### config.mk
export PLATFORM = sky130hd
export DESIGN_NAME = r1k_adder
export DESIGN_NICKNAME = d
export VERILOG_FILES = /design/src/rtl/r1k_pkg.sv /design/src/rtl/r1k_digit_cell.sv /design/src/rtl/r1k_carry_chain.sv /design/src/rtl/r1k_adder.sv
export SDC_FILE = /design/constraint.sdc
export NUM_CORES = 1
export LEC_CHECK = 0
export BUFFER_PORTS_ARGS = -buffer_cell sky130_fd_sc_hd__buf_2
export CAP_MARGIN = 20
export CORE_MARGIN = 8
export CORE_UTILIZATION = 35
export DETAILED_ROUTE_END_ITERATION = 16
export GPL_TIMING_DRIVEN = 0
export PLACE_DENSITY_LB_ADDON = 0.2
export SLEW_MARGIN = 20
export SYNTH_ARGS = -nofsm -noshare
export SYNTH_HDL_FRONTEND = slang
export SYNTH_SLANG_ARGS = --single-unit
### constraint.sdc
create_clock -name clk -period 0.8 [get_ports clk]
set_input_delay 0.04 -clock clk [delete_from_list [all_inputs] [get_ports clk]]
set_output_delay 0.04 -clock clk [all_outputs]
set_load 0.1 [all_outputs]
### src/rtl/r1k_pkg.sv
package r1k_pkg;

    // Width of one radix-1000 digit field and of the widened digit total.
    localparam int unsigned DIGIT_W   = 10;
    localparam int unsigned TOTAL_W   = DIGIT_W + 1;

    // Largest legal digit value and the radix it implies.
    localparam int unsigned DIGIT_MAX = 999;
    localparam int unsigned RADIX     = DIGIT_MAX + 1;

    // Offset that lifts the radix up to the next power of two, so that
    // bit DIGIT_W of (total + offset) flags "total >= RADIX".
    localparam int unsigned OVF_OFFSET = (1 << DIGIT_W) - RADIX;

    typedef logic [DIGIT_W-1:0] digit_t;
    typedef logic [TOTAL_W-1:0] total_t;

endpackage

### src/rtl/r1k_digit_cell.sv
module r1k_digit_cell
    import r1k_pkg::*;
(
    input  digit_t dig_a,
    input  digit_t dig_b,
    input  logic   c_in,
    output digit_t dig_sum,
    output logic   c_out
);

    total_t raw_total;
    total_t lifted_total;

    always_comb begin
        // Binary total of both digits and the incoming carry, at most 1999.
        raw_total    = total_t'(dig_a) + total_t'(dig_b) + total_t'(c_in);
        // Adding the offset pushes any total of RADIX or more past bit DIGIT_W.
        lifted_total = raw_total + total_t'(OVF_OFFSET);
        c_out        = lifted_total[DIGIT_W];
        // On overflow the low bits of the lifted total equal raw_total - RADIX.
        dig_sum      = c_out ? lifted_total[DIGIT_W-1:0] : raw_total[DIGIT_W-1:0];
    end

endmodule

### src/rtl/r1k_carry_chain.sv
module r1k_carry_chain
    import r1k_pkg::*;
#(
    parameter int unsigned N_DIGITS = 4
) (
    input  logic [N_DIGITS*DIGIT_W-1:0] vec_a,
    input  logic [N_DIGITS*DIGIT_W-1:0] vec_b,
    input  logic                        c_first,
    output logic [N_DIGITS*DIGIT_W-1:0] vec_sum,
    output logic [N_DIGITS-1:0]         c_each
);

    // link[i] is the carry entering digit i; link[N_DIGITS] leaves the top.
    logic [N_DIGITS:0] link;

    assign link[0] = c_first;

    for (genvar g = 0; g < N_DIGITS; g++) begin : g_pos
        r1k_digit_cell i_cell (
            .dig_a   (vec_a[g*DIGIT_W +: DIGIT_W]),
            .dig_b   (vec_b[g*DIGIT_W +: DIGIT_W]),
            .c_in    (link[g]),
            .dig_sum (vec_sum[g*DIGIT_W +: DIGIT_W]),
            .c_out   (link[g+1])
        );
    end

    assign c_each = link[N_DIGITS:1];

endmodule

### src/rtl/r1k_adder.sv
module r1k_adder
    import r1k_pkg::*;
#(
    parameter int unsigned N_DIGITS = 4
) (
    input  logic                        clk,
    input  logic                        rst_n,
    input  logic [N_DIGITS*DIGIT_W-1:0] op_a,
    input  logic [N_DIGITS*DIGIT_W-1:0] op_b,
    input  logic                        carry_in,
    output logic [N_DIGITS*DIGIT_W-1:0] sum_out,
    output logic                        carry_out
);

    localparam int unsigned SUM_W = N_DIGITS * DIGIT_W;

    typedef struct packed {
        logic [SUM_W-1:0] sum;
        logic             cout;
    } result_t;

    logic [SUM_W-1:0]    chain_sum;
    logic [N_DIGITS-1:0] chain_carry;

    result_t res_d;
    result_t res_q;

    r1k_carry_chain #(
        .N_DIGITS (N_DIGITS)
    ) i_chain (
        .vec_a   (op_a),
        .vec_b   (op_b),
        .c_first (carry_in),
        .vec_sum (chain_sum),
        .c_each  (chain_carry)
    );

    always_comb begin
        res_d      = res_q;
        res_d.sum  = chain_sum;
        res_d.cout = chain_carry[N_DIGITS-1];
    end

    always_ff @(posedge clk or negedge rst_n) begin
        if (!rst_n) begin
            res_q <= '0;
        end else begin
            res_q <= res_d;
        end
    end

    assign sum_out   = res_q.sum;
    assign carry_out = res_q.cout;

endmodule

## Word level (Yosys, flattened, before mapping)

Cells that the tools add are included.

| word-level totals | value |
|---|---|
| register bits after elaboration | 41 |
| logic and storage cells | 18 |

| cells by class | value |
|---|---|
| add/subtract/negate cells | 12 |
| multiplexer cells | 4 |

Operators with widths:

| cell | number |
|---|---|
| $add 10x10->11 | 4 |
| $add 11x1->11 | 4 |
| $add 11x5->11 const B | 4 |
| $mux 10 | 4 |

## Depth between registers and ports, before layout

| logic depth | value |
|---|---|
| depth in word-level cells | 10 |
| gate-level depth with buffers | 40 |

## Hierarchy

Synthesis repeated with hierarchy kept, for this count alone.

| second synthesis, totals | value |
|---|---|
| cells, all modules | 531 |
| area, all modules | 4809.6 um^2 |

By module, submodules not included:

| module | times used | cells each | area each (um^2) | sequential area each (um^2) |
|---|---|---|---|---|
| r1k_adder | 1 | 41 | 1026.0 | 1026.0 |
| r1k_digit_cell at i_chain.g_pos[1].i_cell | 1 | 122 | 979.7 | 0.0 |
| r1k_digit_cell at i_chain.g_pos[3].i_cell | 1 | 121 | 953.4 | 0.0 |
| r1k_digit_cell at i_chain.g_pos[2].i_cell | 1 | 122 | 934.6 | 0.0 |
| r1k_digit_cell at i_chain.g_pos[0].i_cell | 1 | 125 | 915.9 | 0.0 |

## Worst setup path after synthesis

OpenSTA, ideal clock, no wires.

| timing | value |
|---|---|
| path type | input to register |
| from | in op_a[0] |
| to | reg res_q, in the netlist sum_out[37] |
| setup time | 138 ps |
| arrival | 9647 ps |
| required time | 662 ps |
| path slack | -8985 ps |
| cell stages on the path | 38 |
| buffers on the path | 1 |
| path through | fa_1 -> a211oi_2 -> o31ai_4 -> xor2_2 -> a21bo_1 -> or4_1 -> buf_6 -> o21ai_2 -> nor2b_2 -> inv_1 -> fa_1 -> fa_1 -> nand2b_1 -> a2111oi_0 -> a211oi_1 -> a2111o_1 -> nand4b_1 -> xnor2_2 -> [2 not listed] -> fa_1 -> a211oi_1 -> o21ai_0 -> xnor2_1 -> a211oi_1 -> nand4_1 -> xnor2_1 -> fa_1 -> inv_1 -> fa_1 -> a211oi_1 -> mux2_2 -> a221oi_1 -> nand2_1 -> nor4_1 -> xnor2_1 -> nand2b_1 -> xor2_1 |

| on the way | value |
|---|---|
| longest elaborated chain between the ends | 10 |

RTL lines:

| what | RTL line | RTL |
|---|---|---|
| start, declared | r1k_adder.sv:8 | `input logic [N_DIGITS*DIGIT_W-1:0] op_a,` |
| $add 10x10->11 (*) | r1k_digit_cell.sv:16 | `raw_total = total_t'(dig_a) + total_t'(dig_b) + total_t'(c_in);` |
| $add 11x1->11 (*) | r1k_digit_cell.sv:16 |  |
| $add 11x5->11 (*) | r1k_digit_cell.sv:18 | `lifted_total = raw_total + total_t'(OVF_OFFSET);` |
| $add 11x1->11 (*) | r1k_digit_cell.sv:16 |  |
| $add 11x5->11 (*) | r1k_digit_cell.sv:18 |  |
| $add 11x1->11 (*) | r1k_digit_cell.sv:16 |  |
| $add 11x5->11 (*) | r1k_digit_cell.sv:18 |  |
| $add 11x1->11 (*) | r1k_digit_cell.sv:16 |  |
| $add 11x5->11 | r1k_digit_cell.sv:18 |  |
| $mux 10 (*) | r1k_digit_cell.sv:21 | `dig_sum = c_out ? lifted_total[DIGIT_W-1:0] : raw_total[DIGIT_W-1:0];` |
| named net chain_sum[37] | r1k_adder.sv:22 | `logic [SUM_W-1:0] chain_sum;` |
| end signal, assigned | r1k_adder.sv:48 | `res_q <= res_d;` |
| end, declared | r1k_adder.sv:26 | `result_t res_q;` |

The timed path passes the listed nets; every way through them passes the cells marked *.

## Worst setup path after layout

| timing | value |
|---|---|
| from | in carry_in |
| to | reg res_q, in the netlist sum_out[37] |

| on the way | value |
|---|---|
| longest elaborated chain between the ends | 9 |

RTL lines:

| what | RTL line | RTL |
|---|---|---|
| start, declared | r1k_adder.sv:10 | `input logic carry_in,` |
| $add 11x1->11 (*) | r1k_digit_cell.sv:16 |  |
| $add 11x5->11 (*) | r1k_digit_cell.sv:18 |  |
| $add 11x1->11 (*) | r1k_digit_cell.sv:16 |  |
| $add 11x5->11 (*) | r1k_digit_cell.sv:18 |  |
| $add 11x1->11 (*) | r1k_digit_cell.sv:16 |  |
| $add 11x5->11 (*) | r1k_digit_cell.sv:18 |  |
| $add 11x1->11 (*) | r1k_digit_cell.sv:16 |  |
| $add 11x5->11 | r1k_digit_cell.sv:18 |  |
| $mux 10 (*) | r1k_digit_cell.sv:21 |  |
| named net chain_sum[37] | r1k_adder.sv:22 |  |

Marked as above.

==> results.txt <==
----------------------------------------------------
[STA]
  Count of final setup violators ... 80
  Slack of the critical path ... -7.89 ns
  Final Cycle Share ... 1090%
  Fmax ... approximately 0.12 GHz
  Aggregate negative setup slack ... -185.23 ns
  Hold slack final ... -0.117 ns
  Time the final worst path needs with I/O delays and setup ... approximately 8.7 ns
  Setup repair after global routing missed its margin ... true
  Final Max Slew Viols ... 0
  Final Hold Viols ... slightly above 40
  Worst-Margin Slew ... ~0.94 ns
  Slew headroom ... 37.4%

[Cells and area]
  Share of layout cells above drive strength 1 ... between 50% and 60%
  Signed area change from the synthesized netlist to the final layout ... 57.2%
  NumNets Final ... around 740
  N_diodes ... 0
  Total area of sequential cells ... roughly 1100 um2
  # fillers ... 941
  Combined area of the multi-input logic cells ... roughly 3200 um2
  Final cell area excluding filler cells ... 6140 um2

[Logic synthesis]
  Mapped cell area ... roughly 3900 um2
  Yosys top cell area share ... 26.3%
  Syn Nets ... 573
  Share of flip-flops with an asynchronous set or reset after synthesis ... 100%
  Number of library cell types mapped by synthesis ... between 60 and 70
  Leading cell type by number of instances after synthesis ... dfrtp_1
  Cell type with the highest aggregate area in the netlist ... dfrtp_1
  Post-synthesis sequential area ratio ... a little over a quarter
  Predominant post-synthesis flop cell ... dfrtp_1
  Cells after Synth ... 442
  Synthesis-stage register bit count ... approximately 40
  Top post-synthesis cells by area ... dfrtp_1 26%, ha_1 13%, xnor2_1 5.2%
  Count of warnings emitted by yosys ... 0
  Top cells by count, synth ... 41 x dfrtp_1, 40 x ha_1, 38 x nor2_1
  Post-synth EDFFs ... 0
  Synth Area per Inst ... between 8 and 9 um2

[Global route]
  Wire length of the first global-routing pass ... roughly 17000 um
  Gr ovfl total ... 0
  Largest net degree at the start of global routing ... 42
  Number of global-route vias before repair ... slightly below 4000
  Number of antenna violations at the first check in global routing ... 0
  All-Layer GR Usage ... between 10% and 20%

[Clocking]
  Clock tree from TritonCTS ... built
  Number of buffers inserted during clock tree synthesis ... 5
  Count of H-tree levels built during CTS ... 2
  Worst-case clock buffer depth ... 2
  Sink Count ... 41
  Worst-path clk slew ... roughly 0.090 ns
  Root buffer selected by CTS ... clkbuf_8

[Die]
  Die ar. ... 14800 um2
  Overall die width ... 122 um
  Starting density of the core ... 35.9%
  Area of the core ... 10900 um2
  Number of standard-cell rows in the floorplan ... 38
  I/O pins ... 124
  Chip height ... 122 um

[Routing]
  1st-iter DRT viols ... around 170
  ANT nets after route ... 0
  DRC Markers ... 0
  Final routed wirelength across all metal layers ... 10900 um
  Detailed-route via count ... 3908
  Avg Vias per Cell ... ~5.2
  Number of detailed-route iterations in the first pass ... 5
  Mean routed wirelength per cell ... between 10 and 15 um

[Flow run]
  Max capacitance violation total ... 0

[Place]
  DP HPWL ... between 8000 and 9000 um
  Post-DP Area ... ~5000 um2
  Final weighted congestion of routability-driven global placement ... ~0.78
  Buffers added on ports ... between 100 and 150

[Setup path]
  Critical Path Most Common Cell ... fa_2
  Type of destination of the critical path ... flip-flop
  Biggest fanout along the worst timing path ... 5
  Slowest stage cell, crit path ... or4_4
  Worst EP arrival ... 8.91 ns
  Slowest stage delay, CP ... roughly 0.56 ns
  Critical Path Start Type ... primary input
  Worst setup path category ... in2reg
  Data required, critical path ... 1.02 ns

[Pwr]
  Power per unit of standard cell area ... 2780 nW/um2
  Peak supply drop ... ~0.0024 V
  Total Power ... 17.1 mW
  Leakage Power ... about 2.7 nW

[Outcome]
  Outcome ... finished with violations
  Violations in the final reports ... hold timing, setup timing

[Min path]
  Worst min path class ... in2async

----------------------------------------------------
layout by cell type (no fill, tap or decap), types with 6 or more instances in the layout:
cell type	n
xnor2_1	13
o21ai_0	20
a21o_1	10
inv_2	9
fa_2	8
nand2b_1	9
mux2i_1	6
buf_2	81
buf_12	13
o21a_1	9
a21oi_2	7
ha_1	38
clkbuf_8	6
buf_8	22
buf_4	38
a21oi_1	28
inv_1	18
nor3_1	8
nand3_1	6
nand2_1	23
xnor2_2	9
xor2_1	9
buf_6	11
nor2_1	34
dfrtp_2	40
stage by stage:
stage | util, % | setup slack, ns | instances
2_1_floorplan | - | -8.14 | 442
3_3_place_gp | 45.0 | -9.14 | 705
3_5_place_dp | 45.0 | -9.24 | 705
4_1_cts | 54.2 | -7.95 | 748
5_1_grt | 56.4 | -8.36 | 754
6_report | 56.4 | -7.89 | 754
kinds of logic (layout without fill, tap and decap cells):
| kind of cell | Yosys count | in the layout | synth area share, % |
|---|---|---|---|
| compound gates | 146 | 146 | 25.7 |
| simple gates | 130 | 130 | 17.2 |
| fa+ha+maj | 48 | 48 | 16.9 |
| flops | 41 | 41 | 26.3 |
| xor+xnor | 36 | 36 | 8.46 |
| buf+inv | 33 | 205 | 3.36 |
| mux | 8 | 8 | 2.08 |
per-layer routing:
layer	up-vias	share of wire, %	track usage (%)
met5	-	0	0
met4	0	1.4	4.70
met3	12	4.7	1.90
met2	93	55	26.6
met1	1840	39	15.6
li1	1963	-	-
registers in the layout, summed over array words and instances (netlist names):
name       flops
sum_out       40
carry_out      1
critical path, delay by kind of cell:
kind            cells  cell delay, ns
simple gates        9            2.00
mux                 1            0.34
xor+xnor            6            1.19
fa+ha+maj           7            2.38
buf+inv             4            0.21
compound gates     11            2.74
area by class of cell:
| cell class | instances | area share (%) |
|---|---|---|
| tap | 140 | 2.85 |
| clock inverter | 2 | 0.611 |
| sequential | 41 | 17.5 |
| inverter | 27 | 1.65 |
| clock buffer | 6 | 1.34 |
| timing repair buffer | 165 | 22.9 |
| buffer | 5 | 0.306 |
| multi-input combinational | 368 | 52.8 |
power breakdown:
group | total [mW] | internal (mW) | switching [mW]
combinational | 12.0 | 4.25 | 7.74
sequential | 3.30 | 2.83 | 0.474
clock | 1.78 | 1.02 | 0.760
worst max-delay path by stage:
stage                         from     endpoint  cells past startpoint
after floorplan            op_a[0]  sum_out[37]                     38
after global placement     op_a[0]  sum_out[37]                     39
after detailed placement   op_a[0]  sum_out[37]                     39
after CTS                 carry_in  sum_out[37]                     41
after global routing      carry_in  sum_out[37]                     38
final                     carry_in  sum_out[37]                     38
timing repair:
item                       4_1_cts  5_1_grt
gates resized for setup        163       45
hold endpoints to repair        41       41
setup buffers                   34        8
pin swaps                       41       16
setup endpoints to repair       80       80
cloned                           1        0
No activity file was read; power rests on OpenSTA's default activity.
